### src/rtl/cjtag_mon_pkg.sv
package cjtag_mon_pkg;

    typedef enum logic [3:0] {
        LM_FOUR_WIRE = 4'd0,
        LM_OPTION    = 4'd1,
        LM_EXT_CMD   = 4'd2,
        LM_CHECK     = 4'd3,
        LM_SPARE     = 4'd4,
        LM_TP_DELAY  = 4'd5,
        LM_TP_REV    = 4'd6,
        LM_TP_STATE  = 4'd7,
        LM_RDY_CNT   = 4'd8,
        LM_DLY_CNT   = 4'd9,
        LM_SCAN_FMT  = 4'd10,
        LM_OSCAN1    = 4'd11
    } link_mode_e;

    // Last bit position of each activation packet field
    localparam int F_OPT_END   = 4;
    localparam int F_EXT_END   = 8;
    localparam int F_SPARE_END = 13;
    localparam int F_TPDLY_END = 16;
    localparam int F_TPREV_END = 18;
    localparam int F_TPST_END  = 23;
    localparam int F_RDY_END   = 25;
    localparam int F_DLY_END   = 27;
    localparam int F_FMT_END   = 32;

endpackage

### src/rtl/cjtag_pin_sync.sv
module cjtag_pin_sync #(
    parameter int WIDTH  = 2,
    parameter int STAGES = 2
) (
    input  logic             clk,
    input  logic             rst_n,
    input  logic [WIDTH-1:0] pin_i,
    output logic [WIDTH-1:0] lvl_o,
    output logic [WIDTH-1:0] rise_o,
    output logic [WIDTH-1:0] tgl_o
);

    for (genvar b = 0; b < WIDTH; b++) begin : g_pin
        logic [STAGES:0] shreg;

        always_ff @(posedge clk or negedge rst_n) begin
            if (!rst_n) begin
                shreg <= '0;
            end else begin
                shreg <= {shreg[STAGES-1:0], pin_i[b]};
            end
        end

        assign lvl_o[b]  = shreg[STAGES-1];
        assign rise_o[b] = shreg[STAGES-1] & ~shreg[STAGES];
        assign tgl_o[b]  = shreg[STAGES-1] ^ shreg[STAGES];
    end

endmodule

### src/rtl/cjtag_escape_counter.sv
module cjtag_escape_counter #(
    parameter int SAT_AT = 8,
    parameter int CNT_W  = $clog2(SAT_AT + 1)
) (
    input  logic             clk,
    input  logic             rst_n,
    input  logic             tck_hi,
    input  logic             tck_rise,
    input  logic             tms_tgl,
    output logic [CNT_W-1:0] esc_cnt
);

    localparam logic [CNT_W-1:0] SAT_V = CNT_W'(SAT_AT);

    always_ff @(posedge clk or negedge rst_n) begin
        if (!rst_n) begin
            esc_cnt <= '0;
        end else if (tck_rise) begin
            esc_cnt <= '0;
        end else if (tck_hi && tms_tgl && (esc_cnt != SAT_V)) begin
            esc_cnt <= esc_cnt + 1'b1;
        end
    end

endmodule

### src/rtl/cjtag_oac_fsm.sv
module cjtag_oac_fsm
    import cjtag_mon_pkg::*;
#(
    parameter int ESC_ACT   = 6,
    parameter int ESC_RESET = 8,
    parameter int SHORT_LEN = 12,
    parameter int LONG_LEN  = 36,
    parameter int EXT_BIT   = 8,
    parameter int CNT_W     = $clog2(ESC_RESET + 1)
) (
    input  logic             clk,
    input  logic             rst_n,
    input  logic             tck_rise,
    input  logic             tms_lvl,
    input  logic [CNT_W-1:0] esc_cnt,
    output logic [3:0]       mode_o,
    output logic             oscan1_o,
    output logic [1:0]       phase_o,
    output logic             tap_reset_o
);

    localparam int POS_W = $clog2(LONG_LEN + 2);
    localparam logic [CNT_W-1:0] ESC_ACT_V   = CNT_W'(ESC_ACT);
    localparam logic [CNT_W-1:0] ESC_RESET_V = CNT_W'(ESC_RESET);
    localparam logic [POS_W-1:0] EXT_BIT_V   = POS_W'(EXT_BIT);
    localparam logic [POS_W-1:0] SHORT_V     = POS_W'(SHORT_LEN);
    localparam logic [POS_W-1:0] LONG_V      = POS_W'(LONG_LEN);

    link_mode_e       mode_q, mode_d, base_mode;
    logic [POS_W-1:0] pos_q, pos_d;
    logic             long_q, long_d;
    logic [1:0]       phase_q, phase_d;
    logic             tap_q, tap_d;

    function automatic link_mode_e field_of(input logic [POS_W-1:0] p, input logic lng);
        int pi;
        pi = int'(p);
        if (pi <= F_OPT_END)                   return LM_OPTION;
        if (pi <= F_EXT_END)                   return LM_EXT_CMD;
        if (!lng)                              return LM_CHECK;
        if (pi <= F_SPARE_END)                 return LM_SPARE;
        if (pi <= F_TPDLY_END)                 return LM_TP_DELAY;
        if (pi <= F_TPREV_END)                 return LM_TP_REV;
        if (pi <= F_TPST_END)                  return LM_TP_STATE;
        if (pi <= F_RDY_END)                   return LM_RDY_CNT;
        if (pi <= F_DLY_END)                   return LM_DLY_CNT;
        if (pi <= F_FMT_END)                   return LM_SCAN_FMT;
        return LM_CHECK;
    endfunction

    // State register
    always_ff @(posedge clk or negedge rst_n) begin
        if (!rst_n) begin
            mode_q  <= LM_FOUR_WIRE;
            pos_q   <= '0;
            long_q  <= 1'b0;
            phase_q <= 2'd0;
            tap_q   <= 1'b0;
        end else begin
            mode_q  <= mode_d;
            pos_q   <= pos_d;
            long_q  <= long_d;
            phase_q <= phase_d;
            tap_q   <= tap_d;
        end
    end

    // Next state
    always_comb begin
        mode_d    = mode_q;
        pos_d     = pos_q;
        long_d    = long_q;
        phase_d   = phase_q;
        tap_d     = 1'b0;
        base_mode = mode_q;
        if (tck_rise) begin
            if (esc_cnt >= ESC_RESET_V) begin
                base_mode = LM_FOUR_WIRE;
            end else if (esc_cnt == ESC_ACT_V) begin
                base_mode = LM_OPTION;
                pos_d     = '0;
                long_d    = 1'b0;
            end
            mode_d  = base_mode;
            phase_d = 2'd0;
            unique case (base_mode)
                LM_FOUR_WIRE: begin
                    phase_d = 2'd0;
                end
                LM_OSCAN1: begin
                    phase_d = (phase_q == 2'd2) ? 2'd0 : phase_q + 2'd1;
                end
                default: begin
                    pos_d = pos_d + 1'b1;
                    if ((pos_d == EXT_BIT_V) && !tms_lvl) begin
                        long_d = 1'b1;
                    end
                    if (pos_d > (long_d ? LONG_V : SHORT_V)) begin
                        mode_d  = LM_OSCAN1;
                        phase_d = 2'd1;
                        tap_d   = 1'b1;
                    end else begin
                        mode_d = field_of(pos_d, long_d);
                    end
                end
            endcase
        end
    end

    // Outputs
    always_comb begin
        mode_o      = mode_q;
        oscan1_o    = (mode_q == LM_OSCAN1);
        phase_o     = phase_q;
        tap_reset_o = tap_q;
    end

endmodule

### src/rtl/cjtag_link_monitor.sv
module cjtag_link_monitor #(
    parameter int ESC_ACT   = 6,
    parameter int ESC_RESET = 8,
    parameter int SHORT_LEN = 12,
    parameter int LONG_LEN  = 36,
    parameter int EXT_BIT   = 8,
    parameter int SYNC_STG  = 2
) (
    input  logic       clk,
    input  logic       rst_n,
    input  logic       tck_i,
    input  logic       tms_i,
    output logic [3:0] mode_code_o,
    output logic       oscan1_active_o,
    output logic [1:0] scan_phase_o,
    output logic       tap_reset_o
);

    localparam int CNT_W = $clog2(ESC_RESET + 1);

    logic [1:0]       pin_lvl, pin_rise, pin_tgl;
    logic             tck_rise, tck_hi, tms_lvl, tms_tgl;
    logic [CNT_W-1:0] esc_cnt;

    cjtag_pin_sync #(
        .WIDTH  (2),
        .STAGES (SYNC_STG)
    ) u_sync (
        .clk    (clk),
        .rst_n  (rst_n),
        .pin_i  ({tms_i, tck_i}),
        .lvl_o  (pin_lvl),
        .rise_o (pin_rise),
        .tgl_o  (pin_tgl)
    );

    assign tck_hi   = pin_lvl[0];
    assign tck_rise = pin_rise[0];
    assign tms_lvl  = pin_lvl[1];
    assign tms_tgl  = pin_tgl[1];

    cjtag_escape_counter #(
        .SAT_AT (ESC_RESET),
        .CNT_W  (CNT_W)
    ) u_esc (
        .clk      (clk),
        .rst_n    (rst_n),
        .tck_hi   (tck_hi),
        .tck_rise (tck_rise),
        .tms_tgl  (tms_tgl),
        .esc_cnt  (esc_cnt)
    );

    cjtag_oac_fsm #(
        .ESC_ACT   (ESC_ACT),
        .ESC_RESET (ESC_RESET),
        .SHORT_LEN (SHORT_LEN),
        .LONG_LEN  (LONG_LEN),
        .EXT_BIT   (EXT_BIT),
        .CNT_W     (CNT_W)
    ) u_fsm (
        .clk         (clk),
        .rst_n       (rst_n),
        .tck_rise    (tck_rise),
        .tms_lvl     (tms_lvl),
        .esc_cnt     (esc_cnt),
        .mode_o      (mode_code_o),
        .oscan1_o    (oscan1_active_o),
        .phase_o     (scan_phase_o),
        .tap_reset_o (tap_reset_o)
    );

endmodule

### config.mk
export PLATFORM = sky130hd
export DESIGN_NAME = cjtag_link_monitor
export DESIGN_NICKNAME = d
export VERILOG_FILES = /design/src/rtl/cjtag_mon_pkg.sv /design/src/rtl/cjtag_pin_sync.sv /design/src/rtl/cjtag_escape_counter.sv /design/src/rtl/cjtag_oac_fsm.sv /design/src/rtl/cjtag_link_monitor.sv
export SDC_FILE = /design/constraint.sdc
export NUM_CORES = 1
export LEC_CHECK = 0
export ABC_AREA = 1
export CELL_PAD_IN_SITES_DETAIL_PLACEMENT = 0
export CELL_PAD_IN_SITES_GLOBAL_PLACEMENT = 2
export CORE_ASPECT_RATIO = 0.8
export CORE_UTILIZATION = 31
export CTS_CLUSTER_SIZE = 20
export DETAILED_ROUTE_END_ITERATION = 8
export PLACE_DENSITY = 0.86
export SYNTH_ARGS = -nofsm -noshare
export SYNTH_HDL_FRONTEND = slang
export SYNTH_SLANG_ARGS = --single-unit
### constraint.sdc
create_clock -name clk -period 2.9 [get_ports clk]
set_clock_uncertainty 0.1 [all_clocks]
set_input_delay 0.58 -clock clk [delete_from_list [all_inputs] [get_ports clk]]
set_output_delay 0.58 -clock clk [all_outputs]
set_load 0.1 [all_outputs]
==> Word level (Yosys, flattened, before mapping) <==
Index checks and enable logic that the tools add are counted.
{ "word_totals": {"output_inout_bits": 8, "in_bits": 4, "regBits": 24} }
{ "op_classes": {"n_bitwise": 3, "n_reduce_logical": 7, "addsub": 3, "n_lt_le_gt_ge": 11, "n_mux": 144, "eq_ne": 6} }
{ "ops": {"columns": ["op", "count"], "rows": [
  ["two-way mux 4 bit", 42],
  ["two-way mux 1 bit", 95],
  ["<= comparator 6 x 5 -> 1 bit, second input constant", 5],
  ["two-way mux 6 bit", 5],
  ["<= comparator 6 x 4 -> 1 bit, second input constant", 2],
  ["== test 4 bit, second input constant", 2],
  ["adder 6 x 1 -> 6 bit, second input constant", 1],
  ["== test 6 x 4 -> 1 bit, second input constant", 1],
  ["greater-than comparator 6 bit", 1],
  ["<= comparator 6 x 3 -> 1 bit, second input constant", 1],
  ["<= comparator 6 bit, second input constant", 1],
  ["adder 4 x 1 -> 4 bit, second input constant", 1],
  ["== test 4 x 3 -> 1 bit, second input constant", 1],
  [">= comparator 4 bit, second input constant", 1],
  ["logical NOT 4 bit", 1],
  ["!= test 4 bit, second input constant", 1],
  ["case mux 2 bit (2 select lines)", 1],
  ["logical AND 1 bit", 3],
  ["adder 2 x 1 -> 2 bit, second input constant", 1],
  ["== test 2 bit, second input constant", 1],
  ["two-way mux 2 bit", 1],
  ["nonzero test 2 bit", 1],
  ["OR reduction 2 bit", 1],
  ["AND 1 bit", 1],
  ["other kinds (3)", 3]
]} }

==> Logic depth before layout (Yosys ltp) <==
Gate-level depths: netlist of run 1.
{ "logic_depth": {"word_depth": 99, "mapped_depth": 25, "mapped_depth_nobuf": 24} }

==> Hierarchy <==
A second synthesis of run 1 with hierarchy kept.
{ "hier_totals": {"cells_unflattened": 225, "hier_area_um2": 1677.9} }
{ "by_module_without_submodules": {"columns": ["module", "seq_area_each_um2", "n_inst", "area_each_um2", "cells_each"], "rows": [
  ["cjtag_oac_fsm", 350.3, 1, 1202.4, 176],
  ["cjtag_escape_counter", 100.1, 1, 270.3, 35],
  ["cjtag_pin_sync", 150.1, 1, 205.2, 14]
]} }

==> Least setup slack after synthesis of run 1 <==
Ideal clock, no wire load.
{ "synth_path": {"kind": "reg-to-reg", "start": "reg u_fsm.mode_q[0], in the netlist u_fsm.mode_o[0]", "end": "reg u_fsm.phase_q[0], in the netlist u_fsm.phase_o[0]", "stages_incl_launch_ff": 9, "setup_time_ns": 0.124, "path_slack_ns": -2.712, "t_arrival_ns": 5.388, "path_cell_list": "dfrtp_1 > inv_1 > nor4_1 > nand3_1 > nand2_1 > inv_1 > nand2_1 > nor2_1 > a211o_1"} }
{ "synth_via": {"elab_chain_len": 5} }
{ "synth_lines": {"columns": ["item", "line", "text"], "rows": [
  ["from (decl)", "cjtag_oac_fsm.sv:29", "link_mode_e mode_q, mode_d, base_mode;"],
  ["from (signal assigned)", "cjtag_oac_fsm.sv:60", "mode_q <= mode_d;"],
  ["two-way mux 4 bit *", "cjtag_oac_fsm.sv:79", "end else if (esc_cnt == ESC_ACT_V) begin"],
  ["two-way mux 4 bit *", "cjtag_oac_fsm.sv:77", "if (esc_cnt >= ESC_RESET_V) begin"],
  ["two-way mux 4 bit *", "cjtag_oac_fsm.sv:76", "if (tck_rise) begin"],
  ["== test 4 bit or logical NOT 4 bit (tied branches)", null, null],
  ["case mux 2 bit (2 select lines) *", "cjtag_oac_fsm.sv:86", "unique case (base_mode)"],
  ["to (signal assigned)", "cjtag_oac_fsm.sv:63", "phase_q <= phase_d;"],
  ["to (decl)", "cjtag_oac_fsm.sv:32", "logic [1:0] phase_q, phase_d;"]
]} }
Mark *: on every way between the ends. The rest lies on a longest branch, timed or not. The select of a mux whose other input is x is not followed.
A chain may end at the register's enable or synchronous reset.

==> Worst setup path after layout of run 1 <==
{ "layout_path": {"start": "reg u_esc.esc_cnt[0]", "end": "reg u_fsm.mode_q[0], in the netlist u_fsm.mode_o[0]"} }
{ "layout_via": {"elab_chain_len": 45} }
{ "layout_lines": {"columns": ["item", "line", "text"], "rows": [
  ["from (decl)", "cjtag_escape_counter.sv:10", "output logic [CNT_W-1:0] esc_cnt"],
  ["from (signal assigned)", "cjtag_escape_counter.sv:21", "esc_cnt <= esc_cnt + 1'b1;"],
  ["parallel branches: the longest is 44 deep, another holds adder 6 x 1 -> 6 bit", null, null],
  ["two-way mux 4 bit *", "cjtag_oac_fsm.sv:86", null]
]} }
Mark *: on every way between the ends. The select of a mux whose other input is x is not followed.

==> metrics.txt, run 1 <==
outcome=completed; P&R area growth vs syn=39.9%; placed insts=296; WP data required=between 2 and 3 ns; Ys Warns=0; IO Pins=12; Final Setup Violations=0; Avg Inst Size Synth=7.73 µm²; layout cell share with drive strength beyond 1=42.0%; CP endpoint kind=flip-flop; die area=0.00538 mm²; DRC Markers=0; fin util=46.6%; Hold WC Path Type=flip-flop to flip-flop; Crit path arrival time=approximately 2.9 ns; Seq/Total Area, Yosys=about two fifths; Clock Latency Late Sink=0.27 ns; max frequency=~360 MHz; kind of critical path=flip-flop to flip-flop; Syn Nets=214; CTS buffer count=3; Max FO, Critical Path=7; FF+latch count, synth=24; grt total ovfl=0; number of global-route vias before repair=approximately 1400; PortBufs=11; clk slew on worst S/H paths=0.09 ns; RSZ-0062 raised after global routing=yes; drt pass-1 iters=4; Routed Antenna Nets=0; minimum clock period=2.80 ns; worst-margin pin slew=0.552 ns; Final Hold Vio Count=0; post-DR vias/cell=4.81; maxcap violations=0; antenna cells=0; Cell Area, Synth=0.00158 mm²; period utilization=96.6%; gr usage total=between 10% and 20%; Detailed Place HPWL=3.10 mm; Synth cell types=34; Initial Util=33.3%; CORE AREA=0.00473 mm²; clk sink count=24; H-tree levels=1; Die X=81.7 µm; row cnt=22; Place WS=-0.0523 ns; Mapped Cells=204; largest net degree at the start of global routing=25; first-pass GRT wire length=6.62 mm; Layout Nets=261; Rel. slew slack=63.0%; Worst setup SP type=flip-flop; initial antenna violation count=0; TritonCTS clock tree=done; Reg2Reg Depth=24; CTS Hold Bufs=0; CTS root buf=clkbuf_8; DRT iter0 DRCs=~100; routed len/inst=~14 µm; Final GP Congestion=about 0.80; Max Root-Sink Buffers=2; Hold Path Cell Cnt=0; Final Non-Filler Cells=310; Worst Slack Setup Final=approximately 0.1 ns; drt total wl=4.24 mm; die height=65.8 µm; detailed-route via count=1492; max-slew violations=0
[worst max-delay path, stage by stage (launching register included)]
cell and delay (ns):
dfrtp_1 0.39, inv_2 0.08, ha_4 0.15, nand3_4 0.10
buf_8 0.16, nand3_4 0.09, clkinv_2 0.09, nand2_4 0.07
nand2_1 0.06, nand2_2 0.11, nand2_4 0.06, nor3_2 0.09
nand2_1 0.10, nand2_4 0.09, ha_4 0.20, inv_2 0.05
nor2_2 0.04, nor3_1 0.16, o21bai_1 0.09, nand2_2 0.11
inv_2 0.06, nor2_1 0.08, nand2_1 0.06, nand2_1 0.06
a21oi_2 0.05
[area by class of cell]
| type | instances | area [µm²] |
|---|---|---|
| Multi-Input combinational cell | 139 | 963 |
| Timing Repair Buffer | 44 | 349 |
| Sequential cell | 24 | 616 |
| Inverter | 39 | 158 |
| Tap cell | 60 | 75.1 |
| Clock buffer | 4 | 45.0 |
| Fill cell | 474 | 2530 |
[flip-flops by register name, summed over array words and instances, names as in the netlist]
register,count
u_fsm.tap_reset_o,1
u_esc.esc_cnt,4
u_fsm.pos_q,6
u_fsm.mode_o,4
u_fsm.long_q,1
u_sync.g_pin.shreg,6
u_fsm.phase_o,2
[metrics by stage]
step                      hold WS (ns)  cell area (µm²)  TNS [ns]
after floorplan                  0.184             1620         0
after global placement           0.235             1950   -0.0897
after detailed placement         0.235             1950    -0.197
after CTS                        0.256             2030   -0.0117
after global routing             0.264             2210    -0.291
final                            0.254             2210         0
[kinds of logic (layout without fill, tap and decap cells)]
group	after synthesis	in the layout	share of synthesized area [%]
buf+inv	41	87	10.6
compound gates	37	37	14.3
flops	24	24	38.1
xor+xnor	2	2	1.11
fa+ha+maj	6	6	4.76
simple gates	94	94	31.2
[worst paths after layout]
path,from,end,slack [ns]
hold / removal,u_sync.g_pin[1].shreg[0],u_sync.g_pin[1].shreg[1],0.25
setup / recovery,u_esc.esc_cnt[0],u_fsm.mode_o[0],0.1
setup reg to reg,u_esc.esc_cnt[0],u_fsm.mode_o[0],0.1
hold reg to reg,u_sync.g_pin[1].shreg[0],u_sync.g_pin[1].shreg[1],0.25
min in group asynchronous,rst_n,u_sync.g_pin[1].shreg[1],0.56
max in group asynchronous,rst_n,u_fsm.mode_o[2],1.87
[cells in the final DEF (no fill, tap or decap), drive strengths merged]
master / instances
nand3: 17
nor3: 3
clkbuf: 4
clkdlybuf4s50: 3
xor2: 2
nor4: 2
buf: 41
dfrtp: 24
nand4: 6
o211ai: 1
o21ai: 17
a22oi: 1
inv: 36
nor2: 24
ha: 6
clkinv: 3
nand2: 42
o21bai: 2
a31oi: 3
o41ai: 2
a21oi: 9
a32oi: 1
a211o: 1
[timing repair]
action,CTS,global route
setup buffers,1,9
pin swaps,3,8
resized for setup,9,25
endpoints found under the hold margin,0,0
endpoints found under the setup margin,5,6
gates cloned,0,0
[cells in the mapped netlist, drive strengths merged]
library cell | count | area share, %
a211o | 1 | 0.56
a21oi | 9 | 3.1
a22oi | 1 | 0.48
a31oi | 3 | 1.2
a32oi | 1 | 0.56
buf | 1 | 0.71
clkbuf | 1 | 0.24
clkinv | 3 | 1.0
dfrtp | 24 | 38
ha | 6 | 4.8
inv | 36 | 8.6
nand2 | 42 | 13
nand3 | 17 | 6.8
nand4 | 6 | 2.8
nor2 | 24 | 6.8
nor3 | 3 | 1.3
nor4 | 2 | 0.79
o211ai | 1 | 0.48
o21ai | 17 | 5.4
o21bai | 2 | 0.95
o41ai | 2 | 1.6
xor2 | 2 | 1.1
[per-layer routing]
layer	up-vias	global-route usage, %	share of wire, %
li1	761	-	-
met1	712	25.9	53
met2	17	22.3	44
met3	2	3.03	2.2
met4	0	2.85	0.17
met5	-	0	0
Power of run 1 is left out: the tool's default activity adds up to more than one toggle a clock period on the data nets, which glitch-free logic cannot reach.
==> inputs of run 2 (changes only) <==
--- a/config.mk
+++ b/config.mk
@@ -12,7 +12,8 @@
 export CORE_UTILIZATION = 31
 export CTS_CLUSTER_SIZE = 20
 export DETAILED_ROUTE_END_ITERATION = 8
-export PLACE_DENSITY = 0.86
+export PLACE_DENSITY = 0.87
 export SYNTH_ARGS = -nofsm -noshare
 export SYNTH_HDL_FRONTEND = slang
+export SYNTH_HIERARCHICAL = 1
 export SYNTH_SLANG_ARGS = --single-unit
==> run 2 against run 1 <==
  * The run now ends with design-rule violations left
  * Hold slack improved by 0.0027 ns
  * Critical endpoint is now u_fsm/mode_o[3]
  * Sequential cell count unchanged
  * Die area up 6.0%
  * Final area fell by 4.3%
  * Critical path depth decreased by 2
==> metrics.txt, run 2 <==
FF-to-FF End=u_fsm/mode_o[3]; gr usage total=15.0% (-1.3 points); fin util=41.4% (-5.2 points); number of global-route vias before repair=1405 (+3.0%); CTS root buf=clkbuf_8; worst path bufs/invs=3 (-2); max-slew violations=0 (unchanged); CP top delay family=simple AND/OR/NAND/NOR gates; initial antenna violation count=0 (unchanged); most common cell after layout, fill and taps aside=nand2_1; Routed Antenna Nets=0 (unchanged); CTS buffer count=3 (unchanged); Die X=84.2 µm (+3.0%); kind of critical path=flip-flop to flip-flop; min-delay src=u_sync/g_pin[1].shreg[0]; FILL cells=529 (+12%); detailed-route via count=1491 (-0.067%); routed len/inst=12.8 µm (-6.6%); outcome=finished with violations; Final Setup Violations=0 (unchanged); RSZ-0062 raised after global routing=yes; minimum clock period=2.78 ns (-0.0192 ns); Hold WC Path Type=flip-flop to flip-flop; Clock Latency Late Sink=0.27 ns (about the same); row cnt=23 (+4.5%); Leak=1.06 nW; Worst Slack Setup Final=0.117 ns (+0.0192 ns); H-tree levels=1 (unchanged); DRC Markers=2 (+2); pwr dens=1180 mW/mm²; P&R area growth vs syn=26.1%; Final Non-Filler Cells=314 (+1.3%); CP endpoint kind=flip-flop; Reg2Reg Depth=22 (-8.3%); Max FO, Critical Path=3 (-4); worst-margin pin slew=0.435 ns (-0.117 ns); Max Root-Sink Buffers=2 (unchanged); critical path cell sequence=nor2_4 -> nand2_4 -> nand2_1 -> inv_2 -> ha_4 -> nand4_1 -> inv_1 -> nand2_1 -> nand2_2 -> nand2_2 -> nor3_2 -> nand2_1 -> o21ai_4 -> ha_4 -> inv_2 -> nor2_2 -> nor3_2 -> o21bai_2 -> nand2_2 -> a21oi_1 -> o21ai_1 -> o21ai_1; Syn Nets=237 (+11%); Mapped Cells=224 (+9.8%); Final Hold Vio Count=0 (unchanged); antenna cells=0 (unchanged); Rel. slew slack=70.7% (+7.8 points); Place WS=-0.0299 ns (+0.0225 ns); period utilization=96.0% (-0.66 points); Worst setup SP type=flip-flop; die area=0.00570 mm² (+6.0%); maximum vdd drop=916 µV; flop-to-flop setup slack=0.12 ns (+0.02 ns); grt total ovfl=0 (unchanged); Register Area=603 µm² (-2.0%); Detailed Place HPWL=3.05 mm (-1.8%); post-DR vias/cell=4.75 (-1.3%); placed insts=304 (+2.7%); clk slew on worst S/H paths=0.09 ns (about the same); Hold Path Cell Cnt=0 (unchanged); footprint of the multi-input gates=957 µm² (-0.65%); Power, Total=0.00250 W; max frequency=359 MHz (+0.69%); CORE AREA=0.00509 mm² (+7.6%); clk sink count=24 (unchanged); Cell Area, Synth=0.00167 mm² (+6.2%); Crit path arrival time=2.87 ns (about the same); Top Registers=u_fsm/pos_q x6, u_sync/g_pin.shreg x6; layout cell share with drive strength beyond 1=30.2% (-12 points); largest net degree at the start of global routing=25 (unchanged); WHS Endpoint=u_sync/g_pin[1].shreg[1]; TritonCTS clock tree=done; max incr delay on CP=0.43 ns (+0.04 ns); Layout Nets=266 (+1.9%); drt pass-1 iters=6 (+2); worst flop-to-flop path startpoint=u_esc/esc_cnt[3]; Final GP Congestion=0.819 (+2.5%); WP data required=2.99 ns (+0.03 ns); Ys Warns=6 (+6); die height=67.7 µm (+3.0%); Crit path depth=22 (-8.3%); DRT iter0 DRCs=78 (-25%); drt total wl=4.01 mm (-5.4%); Worst path slowest cell=dfrtp_2; most frequent cells in the layout=nand2_1, inv_1, buf_4; first-pass GRT wire length=6.71 mm (+1.2%); PortBufs=11 (unchanged); Avg Inst Size Synth=7.47 µm² (-3.3%); Initial Util=32.9% (-0.43 points); maxcap violations=0 (unchanged); IO Pins=12 (unchanged); failing checks=design-rule violations
-- run 2: stage by stage --
step | area [µm²] | hold slack (ns) | setup TNS, ns
6_report | 2110 | 0.257 | 0
5_1_grt | 2110 | 0.274 | -0.227
4_1_cts | 2030 | 0.261 | 0
3_5_place_dp | 1940 | 0.238 | -0.0299
3_3_place_gp | 1940 | 0.235 | 0
2_1_floorplan | 1720 | 0.184 | -0.0112
-- run 2: power breakdown --
group	internal (W)	switching (W)
Combinational	0.000549	0.00112
Sequential	0.000434	0.0000895
Clock	0.000185	0.000115
Total	0.00117	0.00133
-- run 2: final cells by class --
cell class | count | share of cell area, %
timing repair buffer | 29 | 10.8
sequential | 24 | 28.6
tap | 62 | 3.68
clock inverter | 1 | 1.42
multi-input combinational | 154 | 45.3
inverter | 41 | 8.18
clock buffer | 3 | 1.96
-- run 2: what timing repair did --
item                                    4_1_cts  5_1_grt
gates resized for setup                       1       11
hold buffers                                  0        0
buffers inserted                              2        4
pin swaps                                     3        9
endpoints found under the setup margin        2        6
-- run 2: how the worst max path moves through the flow --
stage	start	endpoint	slack, ns
2_1_floorplan	u_esc/esc_cnt[2]	u_fsm/mode_o[3]	-0.01
3_3_place_gp	u_esc/esc_cnt[2]	u_fsm/mode_o[3]	0.09
5_1_grt	u_esc/esc_cnt[2]	u_fsm/mode_o[2]	-0.07
3_5_place_dp	u_esc/esc_cnt[2]	u_fsm/mode_o[3]	-0.03
6_report	u_esc/esc_cnt[3]	u_fsm/mode_o[3]	0.12
4_1_cts	u_esc/esc_cnt[2]	u_fsm/mode_o[3]	0.03
-- run 2: layer usage --
layer / wire length [µm] / track usage (%)
met5: 0 / 0
met4: 10 / 0.862
met3: 166 / 2.57
met2: 1790 / 26.7
met1: 2040 / 20.2
Note: power is estimated with default switching activity, not from simulation.
==> inputs of run 3 (changes only) <==
--- a/config.mk
+++ b/config.mk
@@ -6,13 +6,16 @@
 export NUM_CORES = 1
 export LEC_CHECK = 0
 export ABC_AREA = 1
+export CAP_MARGIN = 0
 export CELL_PAD_IN_SITES_DETAIL_PLACEMENT = 0
 export CELL_PAD_IN_SITES_GLOBAL_PLACEMENT = 2
 export CORE_ASPECT_RATIO = 0.8
 export CORE_UTILIZATION = 31
 export CTS_CLUSTER_SIZE = 20
 export DETAILED_ROUTE_END_ITERATION = 8
+export GPL_ROUTABILITY_DRIVEN = 0
 export PLACE_DENSITY = 0.87
+export SETUP_SLACK_MARGIN = 0.5
 export SYNTH_ARGS = -nofsm -noshare
 export SYNTH_HDL_FRONTEND = slang
 export SYNTH_HIERARCHICAL = 1
==> run 3 against run 2 <==
  * The flow still finishes with violations (design-rule violations)
  * Critical endpoint unchanged
  * Largest cell class unchanged
  * Non-clock buffer count increased by 16
  * Die area unchanged
  * Worst setup slack got worse by 0.091 ns
  * First-iteration DRC count decreased by 26%
  * Count of clock-buffer cells in the layout unchanged
  * Sequential cell count unchanged
  * Sequential share of layout area decreased by 2.0 points
  * Sequential power increased by 0.8%
  * Critical path depth unchanged
==> metrics.txt, run 3 (synthesized netlist as in run 2, its figures left out) <==
Hold WC Path Type=flip-flop to flip-flop; TritonCTS clock tree=done; Final Setup Violations=0 (unchanged); worst path bufs/invs=9 (+6); Register Area=603 µm² (unchanged); post-DR vias/cell=4.81 (+1.3%); Detailed Place HPWL=3.16 mm (+3.7%); layout cell share with drive strength beyond 1=38.4% (+8.3 points); setup TNS=0 ns (unchanged); clk slew on worst S/H paths=0.09 ns (about the same); CP startpoint=u_esc/esc_cnt[3]; Sw Pwr=0.00141 W (+6.4%); CTS root buf=clkbuf_8; H-tree levels=1 (unchanged); switch share=52.7% (-0.51 points); period utilization=99.1% (+3.2 points); Layout Nets=282 (+6.0%); failing checks=design-rule violations; most common cell after layout, fill and taps aside=buf_4; Worst Slack Setup Final=0.0256 ns (-0.0914 ns); kind of critical path=flip-flop to flip-flop; maximum vdd drop=808 µV (-12%); drt pass-1 iters=6 (unchanged); maxcap violations=0 (unchanged); IO Pins=12 (unchanged); initial antenna violation count=0 (unchanged); post-route cell area=0.00227 mm² (+7.5%); gr usage total=16.3% (+1.3 points); DRT iter0 DRCs=58 (-26%); Place WS=-0.0735 ns (-0.0437 ns); max incr delay on CP=0.43 ns (about the same); Die X=84.2 µm (unchanged); Rel. slew slack=66.9% (-3.9 points); P&R area growth vs syn=35.5%; number of global-route vias before repair=1466 (+4.3%); hold_ws=0.269 ns (+0.0120 ns); largest net degree at the start of global routing=25 (unchanged); footprint of the multi-input gates=995 µm² (+3.9%); die area=0.00570 mm² (unchanged); min-delay src=u_sync/g_pin[1].shreg[0]; Worst setup SP type=flip-flop; first-pass GRT wire length=7.12 mm (+6.2%); antenna cells=0 (unchanged); P_int=0.00127 W (+8.6%); minimum clock period=2.87 ns (+0.0914 ns); WP data required=2.96 ns (-0.03 ns); Leak=1.15 nW (+8.8%); Final Hold Vio Count=0 (unchanged); CTS Hold Bufs=0 (unchanged); worst flop-to-flop path startpoint=u_esc/esc_cnt[3]; outcome=finished with violations; Clock Power Share=10.9% (-1.1 points); critical path cell sequence=nor2_4 -> nand2_4 -> nand2_2 -> inv_2 -> ha_4 -> nand4_1 -> inv_1 -> buf_4 -> buf_4 -> buf_4 -> buf_4 -> buf_4 -> buf_4 -> nand2_4 -> nand2_4 -> buf_4 -> nor3_2 -> o21bai_2 -> nand2_2 -> a21oi_2 -> o21ai_2 -> o21ai_1; DRC Markers=2 (unchanged); fin util=44.5% (+3.1 points); PortBufs=11 (unchanged); Top Registers=u_fsm/pos_q x6, u_sync/g_pin.shreg x6; Max Root-Sink Buffers=2 (unchanged); die height=67.7 µm (unchanged); Clock Latency Late Sink=0.27 ns (about the same); most frequent cells in the layout=buf_4, nand2_1, inv_1; Flop pwr share=19.7% (-1.3 points); detailed-route via count=1588 (+6.5%); Worst path slowest cell=dfrtp_2; CTS buffer count=3 (unchanged); Max FO, Critical Path=4 (+1); Placed Area=0.00194 mm² (unchanged); routed len/inst=13.2 µm (+3.7%); Combinational Power Share=69.4% (+2.4 points); Routed Antenna Nets=0 (unchanged); crit-path most repeated cell=buf_4; CP top delay family=buffers and inverters; drt total wl=4.37 mm (+8.9%); CORE AREA=0.00509 mm² (unchanged); grt total ovfl=0 (unchanged); worst-margin pin slew=0.493 ns (+0.0574 ns); pwr dens=1180 mW/mm² (about the same); clk sink count=24 (unchanged); row cnt=23 (unchanged); FILL cells=520 (-1.7%); CP endpoint kind=flip-flop; Crit path arrival time=2.93 ns (+0.06 ns); Initial Util=32.9% (unchanged); RSZ-0062 raised after global routing=yes; max frequency=348 MHz (-3.2%); max-slew violations=0 (unchanged)
run 3: cell types whose count changed in the layout (fill, tap and decap cells not counted), sizes merged:
cell,previous run,this run
buf,26,42
run 3: stage by stage:
| step | power (W) | instances |
|---|---|---|
| 2_1_floorplan | 0.00169 | 224 |
| 3_3_place_gp | 0.00208 | 304 |
| 3_5_place_dp | 0.00207 | 304 |
| 4_1_cts | 0.00252 | 324 |
| 5_1_grt | 0.00287 | 330 |
| 6_report | 0.00268 | 330 |
run 3: worst register-to-register path, stage by stage, from the launching register on:
cell and delay, ns:
dfrtp_2 0.43, nor2_4 0.12, nand2_4 0.08, nand2_2 0.08, inv_2 0.05, ha_4 0.15, nand4_1 0.09, inv_1 0.07
buf_4 0.13, buf_4 0.12, buf_4 0.12, buf_4 0.12, buf_4 0.12, buf_4 0.13, nand2_4 0.06, nand2_4 0.07
buf_4 0.14, nor3_2 0.15, o21bai_2 0.11, nand2_2 0.11, a21oi_2 0.06, o21ai_2 0.12, o21ai_1 0.08
run 3: layout make-up:
class | instances | share of cell area, %
repair buffers | 45 | 15.4
inverters | 41 | 7.61
flip-flops and latches | 24 | 26.6
multi-input cells | 154 | 43.8
well taps | 62 | 3.42
clock inverters | 1 | 1.32
clock buffers | 3 | 1.82
run 3: final timing paths:
kind                            slack [ns]  cells after the start                        to
worst min-delay path                  0.27                      0  u_sync/g_pin[1].shreg[1]
min in group asynchronous             0.58                      2            u_fsm/pos_q[3]
worst max register to register        0.03                     22           u_fsm/mode_o[3]
worst min register to register        0.27                      0  u_sync/g_pin[1].shreg[1]
max in group asynchronous             1.85                      2          u_esc/esc_cnt[3]
worst max-delay path                  0.03                     22           u_fsm/mode_o[3]
run 3: repair_timing:
action	CTS	global route
endpoints found under the setup margin	6	6
pin swaps	14	17
setup buffers	16	6
resized for setup	7	19
run 3: power by group through the flow:
stage               clock network, W  logic (W)  registers (W)
floorplan                          0   0.000900       0.000793
global placement                   0    0.00156       0.000526
detailed placement                 0    0.00154       0.000528
CTS                         0.000303    0.00169       0.000527
global route                0.000311    0.00202       0.000542
finish                      0.000293    0.00186       0.000528
run 3: layer usage:
metal / up-vias / wire length (µm) / global-route usage [%]
met5: - / 0 / 0
met4: 0 / 0 / 1.29
met3: 0 / 164 / 2.32
met2: 38 / 2130 / 29.4
met1: 745 / 2070 / 21.8
li1: 805 / - / -
